## src/rtl/sram1k_pkg.sv

```systemverilog
package sram1k_pkg;
  localparam int ROW_BITS_DEF = 5;
  localparam int COL_BITS_DEF = 5;
endpackage

```

## src/rtl/sram_addr_capture.sv

```systemverilog
module sram_addr_capture #(
  parameter int AW = 10
) (
  input  logic          clk,
  input  logic          rst_n,
  input  logic          ce_n,
  input  logic [AW-1:0] addr_pin,
  output logic          cap_now,
  output logic [AW-1:0] eff_addr
);
  logic          ce_seen_q, ce_seen_d;
  logic [AW-1:0] held_q, held_d;

  // falling enable: high last cycle, low now
  always_comb begin
    cap_now   = ce_seen_q & ~ce_n;
    ce_seen_d = ce_n;
    held_d    = cap_now ? addr_pin : held_q;
    eff_addr  = cap_now ? addr_pin : held_q;
  end

  always_ff @(posedge clk or negedge rst_n) begin
    if (!rst_n) begin
      ce_seen_q <= 1'b1;
      held_q    <= '0;
    end else begin
      ce_seen_q <= ce_seen_d;
      if (cap_now) held_q <= held_d;
    end
  end


  addr_hold_chk: assert property (@(posedge clk) disable iff (!rst_n)
    !cap_now |=> $stable(held_q));


  mid_cycle_addr_chk: assert property (@(posedge clk) disable iff (!rst_n)
    (!ce_n && !cap_now) |-> (eff_addr == held_q));
endmodule

```

## src/rtl/sram_decoder.sv

```systemverilog
module sram_decoder #(
  parameter int W = 5,
  localparam int N = 1 << W
) (
  input  logic         en,
  input  logic [W-1:0] idx,
  output logic [N-1:0] sel
);
  always_comb begin
    sel = '0;
    if (en) sel[idx] = 1'b1;
  end
endmodule

```

## src/rtl/sram_cell_array.sv

```systemverilog
module sram_cell_array #(
  parameter int RB = 5,
  parameter int CB = 5,
  localparam int ROWS = 1 << RB,
  localparam int COLS = 1 << CB
) (
  input  logic            clk,
  input  logic            wr,
  input  logic            din,
  input  logic [ROWS-1:0] row_sel,
  input  logic [COLS-1:0] col_sel,
  input  logic [RB-1:0]   rd_row,
  input  logic [CB-1:0]   rd_col,
  output logic            rd_bit
);
  logic [COLS-1:0] row_q [ROWS];
  logic [COLS-1:0] row_d [ROWS];

  for (genvar r = 0; r < ROWS; r++) begin : g_row
    logic row_we;
    always_comb begin
      row_we   = wr & row_sel[r];
      row_d[r] = (row_q[r] & ~col_sel) | (col_sel & {COLS{din}});
    end
    always_ff @(posedge clk) begin
      if (row_we) row_q[r] <= row_d[r];
    end
  end

  always_comb rd_bit = row_q[rd_row][rd_col];
endmodule

```

## src/rtl/latched_sram_1kx1.sv

```systemverilog
module latched_sram_1kx1
  import sram1k_pkg::*;
#(
  parameter int ROW_BITS = ROW_BITS_DEF,
  parameter int COL_BITS = COL_BITS_DEF,
  localparam int AW   = ROW_BITS + COL_BITS,
  localparam int ROWS = 1 << ROW_BITS,
  localparam int COLS = 1 << COL_BITS
) (
  input  logic          clk,
  input  logic          rst_n,
  input  logic          ce_n,
  input  logic          we_n,
  input  logic [AW-1:0] addr,
  input  logic          d,
  output logic          q,
  output logic          q_oe
);
  logic                cap_now;
  logic [AW-1:0]       eff_addr;
  logic [ROW_BITS-1:0] row_idx;
  logic [COL_BITS-1:0] col_idx;
  logic [ROWS-1:0]     row_sel;
  logic [COLS-1:0]     col_sel;
  logic                active, wr_en, cell_bit;

  sram_addr_capture #(.AW(AW)) i_cap (
    .clk(clk), .rst_n(rst_n), .ce_n(ce_n), .addr_pin(addr),
    .cap_now(cap_now), .eff_addr(eff_addr)
  );

  always_comb begin
    row_idx = eff_addr[AW-1:COL_BITS];
    col_idx = eff_addr[COL_BITS-1:0];
    active  = ~ce_n;
    wr_en   = active & ~we_n;
  end

  sram_decoder #(.W(ROW_BITS)) i_row_dec (.en(active), .idx(row_idx), .sel(row_sel));
  sram_decoder #(.W(COL_BITS)) i_col_dec (.en(active), .idx(col_idx), .sel(col_sel));

  sram_cell_array #(.RB(ROW_BITS), .CB(COL_BITS)) i_array (
    .clk(clk), .wr(wr_en), .din(d), .row_sel(row_sel), .col_sel(col_sel),
    .rd_row(row_idx), .rd_col(col_idx), .rd_bit(cell_bit)
  );

  always_comb begin
    q_oe = active & we_n;
    q    = q_oe & cell_bit;
  end


  no_select_idle_chk: assert property (@(posedge clk) disable iff (!rst_n)
    ce_n |-> (row_sel == '0 && col_sel == '0));

  one_row_chk: assert property (@(posedge clk) disable iff (!rst_n)
    $onehot0(row_sel) && $onehot0(col_sel));

  hiz_on_write_chk: assert property (@(posedge clk) disable iff (!rst_n)
    (!we_n || ce_n) |-> !q_oe);

  quiet_q_chk: assert property (@(posedge clk) disable iff (!rst_n)
    !q_oe |-> !q);

  read_drive_chk: assert property (@(posedge clk) disable iff (!rst_n)
    (!ce_n && we_n) |-> q_oe);
endmodule

```

## config.mk

```make
export PLATFORM = sky130hd
export DESIGN_NAME = latched_sram_1kx1
export DESIGN_NICKNAME = d
export VERILOG_FILES = /design/src/rtl/sram1k_pkg.sv /design/src/rtl/sram_addr_capture.sv /design/src/rtl/sram_decoder.sv /design/src/rtl/sram_cell_array.sv /design/src/rtl/latched_sram_1kx1.sv
export SDC_FILE = /design/constraint.sdc
export NUM_CORES = 2
export LEC_CHECK = 0
export ABC_AREA = 1
export CORE_UTILIZATION = 57
export CTS_CLUSTER_SIZE = 40
export DETAILED_ROUTE_END_ITERATION = 7
export PLACE_DENSITY_LB_ADDON = 0.05
export SLEW_MARGIN = 30
export SYNTH_ARGS = -nofsm -noshare
export SYNTH_HDL_FRONTEND = slang
export SYNTH_HIERARCHICAL = 1
export SYNTH_SLANG_ARGS = --single-unit
export TNS_END_PERCENT = 30
```

## constraint.sdc

```tcl
create_clock -name clk -period 2.85 [get_ports clk]
set_input_delay 0.57 -clock clk [delete_from_list [all_inputs] [get_ports clk]]
set_output_delay 0.57 -clock clk [all_outputs]
set_load 0.1 [all_outputs]
```

==> summary.txt <==
Drt
  – First DRT Iteration DRCs: 4200
  – Number of vias per cell: 6.086
  – ANT nets after route: 0
  – DRC viols: 0
  – DR WL/cell: 24.49 microns
  – Total Wirelength: 147900 microns
  – Vias: 36750
  – 1st-pass router iterations: 6

Final layout
  – Fill count: 5959
  – Area taken by flip-flops and latches: 31030 sq um
  – Multi-input gate area: 14720 sq um
  – Final cell count without fillers: 6038
  – Final core utilization: 0.7115
  – Layout cell share with drive strength beyond 1: 0.1712
  – Final #Nets: 4900
  – Ant. Diodes: 0
  – Layout area overhead: 22.88%

Clocking
  – Number of H-tree levels: 3
  – Clock latency at the later pin of the worst-skew pair: 0.68 ns
  – Sink Count: 1035
  – Clock Path Buffers: 3
  – Root buffer cell: clkbuf_16
  – TritonCTS Buffers: 107
  – CTS tree: built
  – Clk slew on worst S/H paths: 0.06 ns

Worst setup path
  – CP endpoint kind: output port
  – Kind of critical path: reg -> out
  – CP Data Required Time: 2.28 ns
  – Crit path launch type: register
  – Critical Path Fanout Max: 9
  – CP arrival: 3.66 ns

STA
  – Final WS setup: -1.376 ns
  – Max Fclk: 236.6 MHz
  – Relative slew slack: 0.5802
  – RSZ-0062 raised after global routing: true
  – Layout Skew: 0.01606 ns
  – Slew Limit Fails: 0
  – # setup viols final: 1
  – Final Hold Fails: 0
  – Period minus WS final: 4.226 ns
  – Tcrit/Tclk final: 1.483
  – Setup TNS Final: -1.376 ns
  – Tightest Pin Transition: 0.6298 ns

Yosys
  – Synthesized area: 46860 sq um
  – Post-synthesis net count: 4761
  – Syn Inst Count: 4746
  – Syn_area_per_cell: 9.874 sq um
  – Ys Warns: 6

Global routing
  – Total gr overflow: 0
  – Global-route wire length before repair: 214800 microns
  – Initial antenna violation count: 0
  – Vias in the first global route: 34550
  – Pin count of the biggest net entering global routing: 143
  – Total GRT Usage: 0.3491

Placement
  – Pre-CTS WS: -1.586 ns
  – Dpl cells: 5760
  – I/O Buffers: 16
  – Gpl congestion: 0.8736
  – Post-DP HPWL: 82190 microns

Die
  – Full die area: 83370 sq um
  – Die height: 288.7 microns
  – Cell Rows: 104
  – Core box area: 80940 sq um
  – Die Wd: 288.7 microns
  – Initial Utilization: 0.5790
  – IO Pins: 17

Min path
  – Worst min-delay path class: in -> async

Power and ir drop
  – Peak supply drop: 0.6600 mV
  – Cell Pwr Density: 657.6 nW/um^2
  – Leak Pwr: 20.03 nW
  – Internal power: 27.99 mW
  – Combinational share of power: 0.166
  – Total power: 37.87 mW
  – Switching share of power: 0.2608
  – Psw: 9.877 mW
  – Part of the power in registers: 0.442
  – Share of total power in the clock network: 0.392

Job
  – Max-Cap Viols: 0

Status
  – Violated checks: setup timing
  – Status: complete, but fails checks
[timing repair]
action | in CTS | in global routing
setup buffers | 36 | 12
hold buffers | 0 | 0
endpoints found under the setup margin | 5 | 390
pin swaps | 23 | 55
gates cloned | 20 | 9
resized for setup | 135 | 180
[layout make-up]
type | count | share of cell area
multi-input cells | 3236 | 0.2555
well taps | 1060 | 0.02303
repair buffers | 447 | 0.1127
clock buffers | 124 | 0.04835
flip-flops and latches | 1035 | 0.5388
repair inverters | 2 | 0.0008039
clock inverters | 78 | 0.01593
inverters | 56 | 0.004867
[placed cells by master, fill, tap and decap left out, drive strengths merged]
| master | instances |
|---|---|
| nand2 | 1100 |
| nor2 | 1092 |
| nand3 | 1044 |
| edfxtp | 1024 |
| buf | 415 |
| clkbuf | 131 |
| inv | 59 |
| clkinv | 52 |
| bufinv | 20 |
| clkdlybuf4s50 | 13 |
| bufbuf | 12 |
| dfrtp | 10 |
| clkinvlp | 5 |
| dfstp | 1 |
[worst paths after layout]
check | from | end | slack [ns] | cells after the start
max in group asynchronous | rst_n | i_cap/held_q[8] | 2.16 | 1
worst min register to register | i_cap/held_q[2] | i_cap/held_q[2] | 0.61 | 2
worst min-delay path | rst_n | i_cap/held_q[5] | 0.29 | 1
worst max-delay path | i_cap/ce_seen_q | q | -1.38 | 21
min in group clk | d | register | 0.42 | 1
worst max register to register | i_cap/ce_seen_q | register | 0.03 | 14
[routing by layer]
layer / vias up / GRT usage / share of wire
li1: 16330 / - / -
met1: 17940 / 0.4584 / 0.37
met2: 2051 / 0.5792 / 0.48
met3: 420 / 0.05150 / 0.095
met4: 0 / 0.1539 / 0.048
met5: - / 0 / 0
[critical path, cell delays in order (launching register included)]
cell and delay, ns:
dfstp_2 0.62, nand3_4 0.17, nand2_8 0.25, clkinv_16 0.17
buf_12 0.19, buf_8 0.13, buf_12 0.13, nand2_1 0.06
nand3_1 0.09, nand3_2 0.10, nand3_2 0.07, nand3_2 0.11
nand3_4 0.11, nand3_4 0.13, nand2_2 0.06, nand2_2 0.06
nand3_2 0.06, nand3_2 0.07, nand2_2 0.08, inv_2 0.08
nor2_4 0.04, buf_12 0.15
[power by group through the flow]
| stage | sequential, mW | clock, mW | combinational (mW) |
|---|---|---|---|
| after CTS | 16.7 | 14.9 | 5.78 |
| after detailed placement | 17.1 | 0 | 5.00 |
| final | 16.7 | 14.8 | 6.27 |
| after floorplan | 17.1 | 0 | 2.76 |
| after global routing | 16.7 | 15.5 | 6.61 |
| after global placement | 17.1 | 0 | 4.96 |
[per-stage QoR]
stage / instance area, sq um / hold slack [ns]
2_1_floorplan: 46890 / 0.2744
6_report: 57580 / 0.2858
5_1_grt: 57580 / 0.3224
4_1_cts: 56480 / 0.2834
3_5_place_dp: 51140 / 0.5802
3_3_place_gp: 51140 / 0.5576
Note: power is estimated with default switching activity, not from simulation.
